$ cat src/rtl/adc_seq_pkg.sv
package adc_seq_pkg;

    typedef enum logic [1:0] {
        ST_IDLE  = 2'd0,
        ST_LEAD  = 2'd1,
        ST_RUN   = 2'd2,
        ST_QUIET = 2'd3
    } seq_state_e;

endpackage

$ cat src/rtl/adc_seq_tick.sv
// Half-period timer for the serial clock: pulses tick every `half` enabled cycles.
module adc_seq_tick #(
    parameter int DIV_W = 8
) (
    input  logic             clk,
    input  logic             rst_n,
    input  logic             en,
    input  logic [DIV_W-1:0] half,
    output logic             tick
);

    logic [DIV_W-1:0] cnt_d, cnt_q;

    assign tick = en && (cnt_q == half - DIV_W'(1));

    always_comb begin
        cnt_d = cnt_q;
        if (!en) begin
            cnt_d = '0;
        end else if (tick) begin
            cnt_d = '0;
        end else begin
            cnt_d = cnt_q + DIV_W'(1);
        end
    end

    always_ff @(posedge clk or negedge rst_n) begin
        if (!rst_n) begin
            cnt_q <= '0;
        end else begin
            cnt_q <= cnt_d;
        end
    end

endmodule

$ cat src/rtl/adc_seq_shift.sv
// Result shifter: only the newest RES_W samples are kept, so leading bits fall off.
module adc_seq_shift #(
    parameter int RES_W = 12
) (
    input  logic             clk,
    input  logic             rst_n,
    input  logic             clear,
    input  logic             sample,
    input  logic             din,
    output logic [RES_W-1:0] word_next
);

    logic [RES_W-1:0] sr_d, sr_q;

    always_comb begin
        sr_d = sr_q;
        if (clear) begin
            sr_d = '0;
        end else if (sample) begin
            sr_d = {sr_q[RES_W-2:0], din};
        end
    end

    assign word_next = sr_d;

    always_ff @(posedge clk or negedge rst_n) begin
        if (!rst_n) begin
            sr_q <= '0;
        end else begin
            sr_q <= sr_d;
        end
    end

endmodule

$ cat src/rtl/adc_frame_seq.sv
module adc_frame_seq
    import adc_seq_pkg::*;
#(
    parameter int DIV_W       = 8,
    parameter int QUIET_W     = 8,
    parameter int FRAME_BITS  = 16,
    parameter int RES_W       = 12,
    parameter int SLEEP_EDGES = 6
) (
    input  logic               clk,
    input  logic               rst_n,
    input  logic               req_valid,
    input  logic               req_sleep,
    output logic               req_ready,
    input  logic [DIV_W-1:0]   cfg_half,
    input  logic [QUIET_W-1:0] cfg_quiet,
    output logic               adc_cs_n,
    output logic               adc_sclk,
    input  logic               adc_sdata,
    output logic               rd_valid,
    output logic [RES_W-1:0]   rd_data,
    output logic               conv_awake
);

    localparam int CNT_W = $clog2(FRAME_BITS + 1);
    localparam logic [CNT_W-1:0] FULL_CNT  = CNT_W'(FRAME_BITS);
    localparam logic [CNT_W-1:0] SLEEP_CNT = CNT_W'(SLEEP_EDGES);

    typedef struct packed {
        seq_state_e         state;
        logic               cs_n;
        logic               sclk;
        logic [CNT_W-1:0]   falls;
        logic               sleep;
        logic [DIV_W-1:0]   half;
        logic [QUIET_W-1:0] quiet;
        logic [QUIET_W-1:0] qcnt;
        logic               valid;
        logic [RES_W-1:0]   data;
        logic               awake;
    } seq_regs_t;

    seq_regs_t        r_d, r_q;
    logic             tick;
    logic             tick_en;
    logic             sh_clear;
    logic             sh_sample;
    logic [RES_W-1:0] word_next;
    logic [CNT_W-1:0] target;

    assign tick_en = (r_q.state == ST_LEAD) || (r_q.state == ST_RUN);
    assign target  = r_q.sleep ? SLEEP_CNT : FULL_CNT;

    adc_seq_tick #(.DIV_W(DIV_W)) u_tick (
        .clk   (clk),
        .rst_n (rst_n),
        .en    (tick_en),
        .half  (r_q.half),
        .tick  (tick)
    );

    adc_seq_shift #(.RES_W(RES_W)) u_shift (
        .clk       (clk),
        .rst_n     (rst_n),
        .clear     (sh_clear),
        .sample    (sh_sample),
        .din       (adc_sdata),
        .word_next (word_next)
    );

    always_comb begin
        r_d       = r_q;
        r_d.valid = 1'b0;
        sh_clear  = 1'b0;
        sh_sample = 1'b0;
        case (r_q.state)
            ST_IDLE: begin
                if (req_valid) begin
                    r_d.state = ST_LEAD;
                    r_d.cs_n  = 1'b0;
                    r_d.sclk  = 1'b1;
                    r_d.falls = '0;
                    r_d.sleep = req_sleep;
                    r_d.half  = (cfg_half == '0) ? DIV_W'(1) : cfg_half;
                    r_d.quiet = (cfg_quiet == '0) ? QUIET_W'(1) : cfg_quiet;
                    r_d.awake = 1'b1;
                    sh_clear  = 1'b1;
                end
            end
            ST_LEAD: begin
                if (tick) begin
                    r_d.sclk  = 1'b0;
                    r_d.falls = CNT_W'(1);
                    r_d.state = ST_RUN;
                end
            end
            ST_RUN: begin
                if (tick) begin
                    if (r_q.sclk) begin
                        r_d.sclk  = 1'b0;
                        r_d.falls = r_q.falls + CNT_W'(1);
                    end else begin
                        r_d.sclk  = 1'b1;
                        sh_sample = 1'b1;
                        if (r_q.falls == target) begin
                            r_d.cs_n  = 1'b1;
                            r_d.state = ST_QUIET;
                            r_d.qcnt  = '0;
                            if (r_q.sleep) begin
                                r_d.awake = 1'b0;
                            end else begin
                                r_d.valid = 1'b1;
                                r_d.data  = word_next;
                            end
                        end
                    end
                end
            end
            ST_QUIET: begin
                if (r_q.qcnt == r_q.quiet - QUIET_W'(1)) begin
                    r_d.state = ST_IDLE;
                end else begin
                    r_d.qcnt = r_q.qcnt + QUIET_W'(1);
                end
            end
            default: r_d.state = ST_IDLE;
        endcase
    end

    always_ff @(posedge clk or negedge rst_n) begin
        if (!rst_n) begin
            r_q       <= '0;
            r_q.state <= ST_IDLE;
            r_q.cs_n  <= 1'b1;
            r_q.sclk  <= 1'b1;
            r_q.half  <= DIV_W'(1);
            r_q.quiet <= QUIET_W'(1);
            r_q.awake <= 1'b1;
        end else begin
            r_q <= r_d;
        end
    end

    assign req_ready  = (r_q.state == ST_IDLE);
    assign adc_cs_n   = r_q.cs_n;
    assign adc_sclk   = r_q.sclk;
    assign rd_valid   = r_q.valid;
    assign rd_data    = r_q.data;
    assign conv_awake = r_q.awake;

endmodule

$ cat config.mk
export PLATFORM = sky130hd
export DESIGN_NAME = adc_frame_seq
export DESIGN_NICKNAME = d
export VERILOG_FILES = /design/src/rtl/adc_seq_pkg.sv /design/src/rtl/adc_seq_tick.sv /design/src/rtl/adc_seq_shift.sv /design/src/rtl/adc_frame_seq.sv
export SDC_FILE = /design/constraint.sdc
export NUM_CORES = 1
export LEC_CHECK = 0
export BUFFER_PORTS_ARGS = -buffer_cell sky130_fd_sc_hd__buf_2
export CAP_MARGIN = 25
export CORE_UTILIZATION = 40
export CTS_CLUSTER_DIAMETER = 120
export DETAILED_ROUTE_END_ITERATION = 7
export PLACE_DENSITY_LB_ADDON = 0.3
export SLEW_MARGIN = 20
export SYNTH_ARGS = -nofsm -noshare
export SYNTH_HDL_FRONTEND = slang
export SYNTH_HIERARCHICAL = 1
export SYNTH_SLANG_ARGS = --single-unit
$ cat constraint.sdc
create_clock -name clk -period 3.6 [get_ports clk]
set_input_delay 0.18 -clock clk [delete_from_list [all_inputs] [get_ports clk]]
set_output_delay 0.18 -clock clk [all_outputs]
set_load 0.01 [all_outputs]
# Yosys cells after proc, flatten, opt, wreduce, memory -nomap -nowiden
# Cells that the tools add are included.
word_totals:
  output_inout_bits: 17
  elab_cells: 84
  ram_bits: 0
  mem_count: 0
  romBits: 0
  ff_bits: 68
  latch_bits: 0
op_classes:
  n_eq_ne: 15
  multipliers: 0
  add_sub_neg: 5
  bitwise: 2
  reduce_logical: 16
  div_mod_pow: 0
  n_lt_le_gt_ge: 0
  mux: 33
  n_shift: 0
ops:
  columns: ["cell", "n"]
  rows:
  - ["22-bit two-way mux", 3]
  - ["8-bit two-way mux", 5]
  - ["13-bit two-way mux", 2]
  - ["26-bit two-way mux", 1]
  - ["12-bit two-way mux", 2]
  - ["5-bit AND reduction", 4]
  - ["6-bit case mux with 3 select lines", 1]
  - ["8-bit by 1-bit adder with 8-bit output, second input constant", 2]
  - ["8-bit equality test", 2]
  - ["8-bit logical NOT", 2]
  - ["2-bit inequality test, second input constant", 8]
  - ["8-bit case mux with 2 select lines", 1]
  - ["8-bit by 1-bit subtractor with 8-bit output, second input constant", 2]
  - ["6-bit AND reduction", 2]
  - ["5-bit two-way mux", 2]
  - ["9-bit two-way mux", 1]
  - ["2-bit case mux with 4 select lines", 1]
  - ["1-bit two-way mux", 7]
  - ["3-bit two-way mux", 2]
  - ["6-bit two-way mux", 1]
  - ["5-bit by 1-bit adder with 5-bit output, second input constant", 1]
  - ["5-bit equality test", 1]
  - ["2-bit equality test, second input constant", 2]
  - ["2-bit two-way mux", 2]
  - ["other kinds (11)", 14]

# Depth between registers and ports, before layout
# Gate-level depths: netlist of the first run.
depth:
  word_depth: 12
  ltp_mapped: 13
  mapped_depth_nobuf: 12

# By module
# Netlist of the first run, hierarchy kept.
by_module_without_submodules:
  columns: ["mod", "cells_per_inst", "n_inst", "area_per_inst_um2"]
  rows:
  - ["adc_frame_seq", 242, 1, 2547.4]
  - ["adc_seq_tick", 62, 1, 618.1]
  - ["adc_seq_shift", 38, 1, 480.5]

# Worst setup path before layout of the first run
# No wires, ideal clock.
synth_path:
  path_type: "reg2reg"
  from: "register r_q[31] (netlist name)"
  to: "register r_q, in the netlist rd_data[10]"
  t_required_ns: 3.475
  slack_ns: 0.339
  period_less_slack_ns: 3.261
  t_arrival_ns: 3.136
  path_stages_with_launch: 13
  path_cell_list: "dfrtp_1 -> inv_1 -> ha_1 -> nand2b_1 -> or4_1 -> xnor2_1 -> nor4b_1 -> a21boi_0 -> nand2_1 -> or2_2 -> nor2_1 -> clkbuf_1 -> mux2_2"
synth_between:
  elab_chain_cells: 7
  elab_cells_between_ends: 8
synth_rtl:
  columns: ["element", "line_no", "text"]
  rows:
  - ["8-bit by 1-bit subtractor with 8-bit output *", "adc_seq_tick.sv:14", "assign tick = en && (cnt_q == half - DIV_W'(1));"]
  - ["8-bit equality test *", "adc_seq_tick.sv:14", null]
  - ["1-bit logical AND *", "adc_seq_tick.sv:14", null]
  - ["net tick", "adc_frame_seq.sv:44", "logic tick;"]
  - ["1-bit two-way mux", "adc_frame_seq.sv:98", "if (tick) begin"]
  - ["1-bit two-way mux", "adc_frame_seq.sv:76", "case (r_q.state)"]
  - ["12-bit two-way mux", "adc_seq_shift.sv:19", "end else if (sample) begin"]
  - ["12-bit two-way mux", "adc_seq_shift.sv:17", "if (clear) begin"]
  - ["to (signal assigned)", "adc_frame_seq.sv:140", "r_q <= r_d;"]
  - ["to (decl)", "adc_frame_seq.sv:43", "seq_regs_t r_d, r_q;"]
# Mark *: on every way through the listed nets, which the timed path passes. The rest lies on a longest branch.
# A chain may end at the register's enable or synchronous reset.

# Worst setup path in the final report of the first run
layout_path:
  from: "register r_q[31] (netlist name)"
  to: "register r_q, in the netlist rd_data[0]"
layout_between:
  elab_chain_cells: 7
  elab_cells_between_ends: 8
layout_rtl:
  columns: ["element", "line_no"]
  rows:
  - ["8-bit by 1-bit subtractor with 8-bit output *", "adc_seq_tick.sv:14"]
  - ["8-bit equality test *", "adc_seq_tick.sv:14"]
  - ["1-bit logical AND *", "adc_seq_tick.sv:14"]
  - ["net tick", "adc_frame_seq.sv:44"]
  - ["1-bit two-way mux", "adc_frame_seq.sv:98"]
  - ["1-bit two-way mux", "adc_frame_seq.sv:76"]
  - ["12-bit two-way mux", "adc_seq_shift.sv:19"]
  - ["12-bit two-way mux", "adc_seq_shift.sv:17"]
# Marks and branches as above.

==> flow_summary.yaml, run 1 <==
clock_tree:
  cts_buffers: 9
  clock_path_buffers: 2
  cts_tree: "yes"
  cts.sinks: 68
  cts_max_level: 3
  clock-root-buffer: "clkbuf_8"
  clk_transition_reported_paths_ps: 80
  clock_latency_ps: 350
  post-cts-setup-buffers: 0
critical_path:
  endpoint_kind: "flip-flop"
  critPathSlowestCell: "or4_1"
  required_ps: 3830
  cp_cell_sequence: "inv_1, ha_1, nand2b_1, or4_1, xnor2_1, nor4b_1, a21boi_1, nand2_1, or2_2, nor2_1, buf_4, mux2_2"
  worst_setup_path_start_kind: "flip-flop"
  cp_max_fo: 13
  worstReg2RegEnd: "rd_data[0]"
  slowest_delay_ps: 420
  reg2reg_slack_ps: 410
  crit_type: "reg -> reg"
  cp.arrival_ps: 3420
  rr_worst_depth: 12
  r2r_start: "r_q[31]"
yosys:
  synth-seq-area-share_pct: 46.8
  netlist_area_um2: 3650
  syn_nets: 372
  synth_edf_count: 0
  synth_cell_types: 55
  synthArstFlopShare_pct: 100
  synthTopCellsByArea: "dfrtp_1 (43%), mux2_2 (8.3%), mux2i_1 (3.8%), dfstp_2 (3.6%), xnor2_1 (3.4%)"
  synth_seq_cells: 68
  netlist_instances: 342
  synth_top_area_share_pct: 43.2
  ys.flop_type: "dfrtp_1"
  yosysWarnings: 6
  syn_area_per_cell_um2: 10.7
  synth_top_cell_by_area: "dfrtp_1"
power:
  p_seq_share_pct: 40.5
  power_density_nw_per_um2: 705
  clkPwrFrac_pct: 22.6
  p_leak_nw: 1.84
  p_int_mw: 1.77
  irDropWorstVdd_uv: 225
  switching_share_pct: 38.6
  switchingPower_mw: 1.11
  p_comb_share_pct: 36.9
global_routing:
  grt_pass1_vias: 2690
  antenna_found_initial: 0
  grt.total_usage_pct: 16.8
  grt_pass1_wl_mm: 12.9
  grt_max_degree: 39
  grt-ovfl-total: 0
min_path:
  hold_depth: 3
  hold_class: "in -> reg"
  hold_end: "r_q[23]"
  worstHoldStart: "cfg_quiet[1]"
placed_design:
  place_ws_ps: 287
  port_buffers: 37
  place.gp.congestion: 0.795
  dp.final_hpwl_mm: 5.18
routing:
  drt_wl_total_mm: 7.29
  ant_nets: 0
  dr.pass1.iters: 5
  drtIter0Drc: 119
  vias: 2679
  route.detailed.drc: 0
  drt-wirelength-per-cell_um: 14.9
  routed_via_density: 5.49
die:
  io_pins: 38
  fp.dieW_um: 97.5
  die_h_um: 97.5
  rows: 34
  initial_core_util_pct: 41.6
  design.core.area_um2: 8760
  dieArea_um2: 9500
timing:
  finalHoldViolations: 0
  worstMarginPinSlew_ps: 845
  final.setup.worst_slack_ps: 414
  min_period_ps: 3190
  grt_setup_unrepaired: "no"
  relSlewSlack_pct: 43.6
  setup_viol: 0
  fmaxAchievable_ghz: 0.314
  fin_skew_ps: 13.0
  finalMaxSlewViolations: 0
  finalCritPeriodShare_pct: 88.5
  finalSetupTns_ps: 0
layout:
  multi_input_area_um2: 1770
  insertedDiodeCount: 0
  drive_gt1_share_pct: 25.5
  nets: 405
  final_cell_mix: "dfrtp_1 (63), buf_2 (37), mux2_2 (27)"
  final-seq-area_um2: 1710
  area_growth_pct: 12.1
  fill_cells: 820
  layout_commonest_cell: "dfrtp_1"
run_status:
  status: "finished clean"
job:
  maxCapViolCount: 0
## critical path: cells and delay by family, from the launching register on
| kind | cells | cell delay (ps) |
|---|---|---|
| simple gates | 6 | 1330 |
| mux | 1 | 350 |
| flops | 1 | 410 |
| buf+inv | 2 | 280 |
| compound gates | 1 | 310 |
| xor+xnor | 1 | 200 |
| fa+ha+maj | 1 | 190 |
## sequential cells by signal, indices dropped and copies added, names as in the netlist
name,count
u_tick/cnt_q,8
rd_valid,1
u_shift/sr_q,12
conv_awake,1
r_q,32
adc_cs_n,1
adc_sclk,1
rd_data,12
## final cells by class
class / count / share of cell area, %
sequential: 68 / 41.8
timing repair buffer: 42 / 5.51
inverter: 13 / 1.19
clock buffer: 9 / 3.03
tap: 108 / 3.31
multi-input combinational: 241 / 43.2
clock inverter: 7 / 1.99
## per-layer routing
layer / up-vias / track usage (%) / wire, um
met4: 0 / 6.56 / 116
met3: 11 / 3.67 / 245
met1: 1331 / 21.5 / 3380
met5: - / 0 / 0
met2: 50 / 27.6 / 3550
li1: 1287 / - / -
## power by group through the flow
stage	combinational [mW]	clock (mW)	sequential [mW]
6_report	1.06	0.650	1.17
5_1_grt	1.20	0.704	1.19
4_1_cts	1.07	0.671	1.17
3_5_place_dp	1.06	0	1.18
3_3_place_gp	1.04	0	1.18
2_1_floorplan	0.839	0	1.12
## per-stage QoR
stage | hold WS (ps) | total power, mW | std cells | cell area [um^2] | utilization, %
after floorplan | -116 | 1.96 | 342 | 3650 | -
after global placement | 344 | 2.21 | 471 | 3870 | 44.1
after detailed placement | 352 | 2.24 | 471 | 3870 | 44.1
after CTS | 44.6 | 2.91 | 488 | 4080 | 46.6
after global routing | 69.2 | 3.10 | 488 | 4090 | 46.6
final | 59.6 | 2.88 | 488 | 4090 | 46.6
## how the worst max path moves through the flow
| stage | startpoint | to | slack (ps) | cells after the start |
|---|---|---|---|---|
| finish | r_q[31] | rd_data[0] | 410 | 12 |
| global route | r_q[31] | r_q[21] | 50 | 12 |
| CTS | r_q[31] | r_q[20] | 260 | 12 |
| detailed placement | r_q[31] | r_q[20] | 290 | 12 |
| floorplan | r_q[31] | rd_data[10] | 340 | 12 |
| global placement | r_q[31] | r_q[20] | 420 | 12 |
## cells in the mapped netlist (2+ instances only)
library cell,count
o31ai_1,3
xor2_1,9
o211ai_1,3
xnor2_1,14
a31oi_1,4
clkbuf_1,6
o2111a_1,2
o31a_1,2
nor4b_1,3
a2bb2oi_1,2
a21oi_1,10
nand3b_1,2
inv_1,13
or3_1,3
nand2b_1,2
buf_4,12
dfstp_2,5
ha_1,9
nor4_1,5
and3b_1,2
nor2_1,25
nand4_1,5
mux2i_1,14
o21a_1,2
nor3b_1,7
and3_1,3
nand3_1,8
nor3_1,10
mux2_2,27
or2_2,2
nand2_1,19
o21ai_0,17
nor2b_1,6
or4_1,3
dfrtp_1,63
## cells by family after synthesis
| family | Yosys count | synth area share (%) |
|---|---|---|
| buffers and inverters | 33 | 4.87 |
| flip-flops | 68 | 46.8 |
| XOR/XNOR | 23 | 5.53 |
| adder cells (fa/ha/maj) | 9 | 3.09 |
| AO/OA/AOI/OAI | 56 | 10.5 |
| AND/OR/NAND/NOR | 112 | 17.0 |
| multiplexers | 41 | 12.2 |
## what timing repair did
| action | 4_1_cts | 5_1_grt |
|---|---|---|
| setup endpoints to repair | 0 | 18 |
| hold endpoints to repair | 33 | 0 |
| resized for setup | 0 | 2 |
| hold buffers | 1 | 0 |
Power figures use the tool's default switching activity.
==> run 2: changes to the inputs <==
RECOVER_POWER = 25   (was not set)
==> run 2 against run 1 <==
The flow now finishes with violations (capacitance limit, slew limit). Count of clock-buffer cells in the layout is the same. Combinational power is essentially flat. Critical path depth is the same. Fmax is essentially flat. Clock power is essentially flat. Critical path type unchanged.
==> flow_summary.yaml, run 2 (same netlist as run 1, synthesis figures left out) <==
run_status:
  status: "complete, but fails checks"
  violations: "capacitance limit, slew limit"
timing:
  finalCritPeriodShare_pct: 88.6
  finalSetupTns_ps: 0
  grt_setup_unrepaired: "no"
  fin_skew_ps: 13.1
  finalMaxSlewViolations: 39
  min_period_ps: 3190
  finalHoldViolations: 0
  worstMarginPinSlew_ps: 2030
  setup_viol: 0
  relSlewSlack_pct: -35.5
  fmaxAchievable_ghz: 0.314
die:
  fp.dieW_um: 97.5
  dieArea_um2: 9500
  io_pins: 38
  initial_core_util_pct: 41.6
  design.core.area_um2: 8760
  rows: 34
  die_h_um: 97.5
clock_tree:
  clk_transition_reported_paths_ps: 80
  cts.sinks: 68
  clock_latency_ps: 350
  post-cts-setup-buffers: 0
  cts_tree: "yes"
  clock_path_buffers: 2
  cts_max_level: 3
  cts_buffers: 9
  clock-root-buffer: "clkbuf_8"
min_path:
  hold_class: "in -> reg"
  hold_end: "r_q[23]"
  hold_depth: 3
  worstHoldStart: "cfg_quiet[1]"
routing:
  drt_wl_total_mm: 7.30
  routed_via_density: 5.50
  dr.pass1.iters: 4
  vias: 2685
  route.detailed.drc: 0
  drtIter0Drc: 141
  ant_nets: 0
  drt-wirelength-per-cell_um: 15.0
layout:
  layout_commonest_cell: "dfrtp_1"
  area_growth_pct: 11.6
  insertedDiodeCount: 0
  utilization_pct: 46.4
  final_cell_mix: "dfrtp_1 (63), mux2_2 (27), nor2_1 (25)"
  largest-register: "r_q"
  nets: 405
  largest_register_ffs: 32
  drive_gt1_share_pct: 21.8
critical_path:
  r2r_start: "r_q[31]"
  crit_type: "reg -> reg"
  required_ps: 3840
  worst_setup_path_start_kind: "flip-flop"
  reg2reg_slack_ps: 410
  endpoint_kind: "flip-flop"
  cp_max_fo: 13
  rr_worst_depth: 12
  worstReg2RegEnd: "rd_data[2]"
  cp.arrival_ps: 3420
power:
  p_comb_share_pct: 36.9
  clkPwrFrac_pct: 22.6
  p_int_mw: 1.77
  p_seq_share_pct: 40.5
  switching_share_pct: 38.7
  switchingPower_mw: 1.11
  irDropWorstVdd_uv: 225
  p_leak_nw: 1.78
  power_density_nw_per_um2: 708
job:
  maxCapViolCount: 1
placed_design:
  place.gp.congestion: 0.795
  dp.final_hpwl_mm: 5.18
  port_buffers: 37
global_routing:
  grt_max_degree: 39
  antenna_found_initial: 0
  grt.total_usage_pct: 16.8
  grt_pass1_wl_mm: 12.9
  grt_pass1_vias: 2690
  grt-ovfl-total: 0
run 2: cell count changes in the layout (fill, tap and decap cells not counted), sizes merged:
| cell | change |
|---|---|
| clkbuf | +14 |
| buf | -14 |
run 2: how the worst max path moves through the flow:
stage               slack, ps     endpoint    start  cells past startpoint
floorplan                 340  rd_data[10]  r_q[31]                     12
global route               50      r_q[21]  r_q[31]                     12
global placement          420      r_q[20]  r_q[31]                     12
finish                    410   rd_data[2]  r_q[31]                     12
detailed placement        290      r_q[20]  r_q[31]                     12
CTS                       260      r_q[20]  r_q[31]                     12
run 2: power by group through the flow:
stage	sequential, mW	combinational [mW]	clock, mW
floorplan	1.12	0.839	0
global placement	1.18	1.04	0
detailed placement	1.18	1.06	0
CTS	1.17	1.07	0.671
global route	1.19	1.20	0.704
finish	1.17	1.07	0.651
run 2: area by class of cell:
class | instances | area, um^2
clock buffer | 9 | 124
clock inverter | 7 | 81.3
fill | 824 | 4690
inverter | 13 | 48.8
multi-input combinational | 241 | 1770
sequential | 68 | 1710
tap | 108 | 135
timing repair buffer | 42 | 208
run 2: stage by stage:
stage	cells	power [mW]	hold WS, ps	area [um^2]	setup WS, ps
floorplan	342	1.96	-116	3650	339
global placement	471	2.21	344	3870	416
detailed placement	471	2.24	352	3870	287
CTS	488	2.91	44.6	4080	265
global route	488	3.10	69.2	4070	46.9
finish	488	2.88	58.8	4070	412
run 2: what timing repair did:
| item | 4_1_cts | 5_1_grt |
|---|---|---|
| setup endpoints to repair | 0 | 18 |
| resized for setup | 0 | 2 |
| hold buffers | 1 | 0 |
| hold endpoints to repair | 33 | 0 |
run 2: worst max-delay path, stage by stage (launching register included):
cell	delay, ps
dfrtp_1	410
inv_1	60
ha_1	190
nand2b_1	80
or4_1	420
xnor2_1	200
nor4b_1	290
a21boi_1	310
nand2_1	110
or2_2	330
nor2_1	100
buf_4	220
mux2_2	350
run 2: per-layer routing:
metal,GRT usage (%),vias up,wire (um)
li1,-,1290,-
met1,21.5,1329,3360
met2,27.6,55,3560
met3,3.67,11,266
met4,6.56,0,116
met5,0,-,0
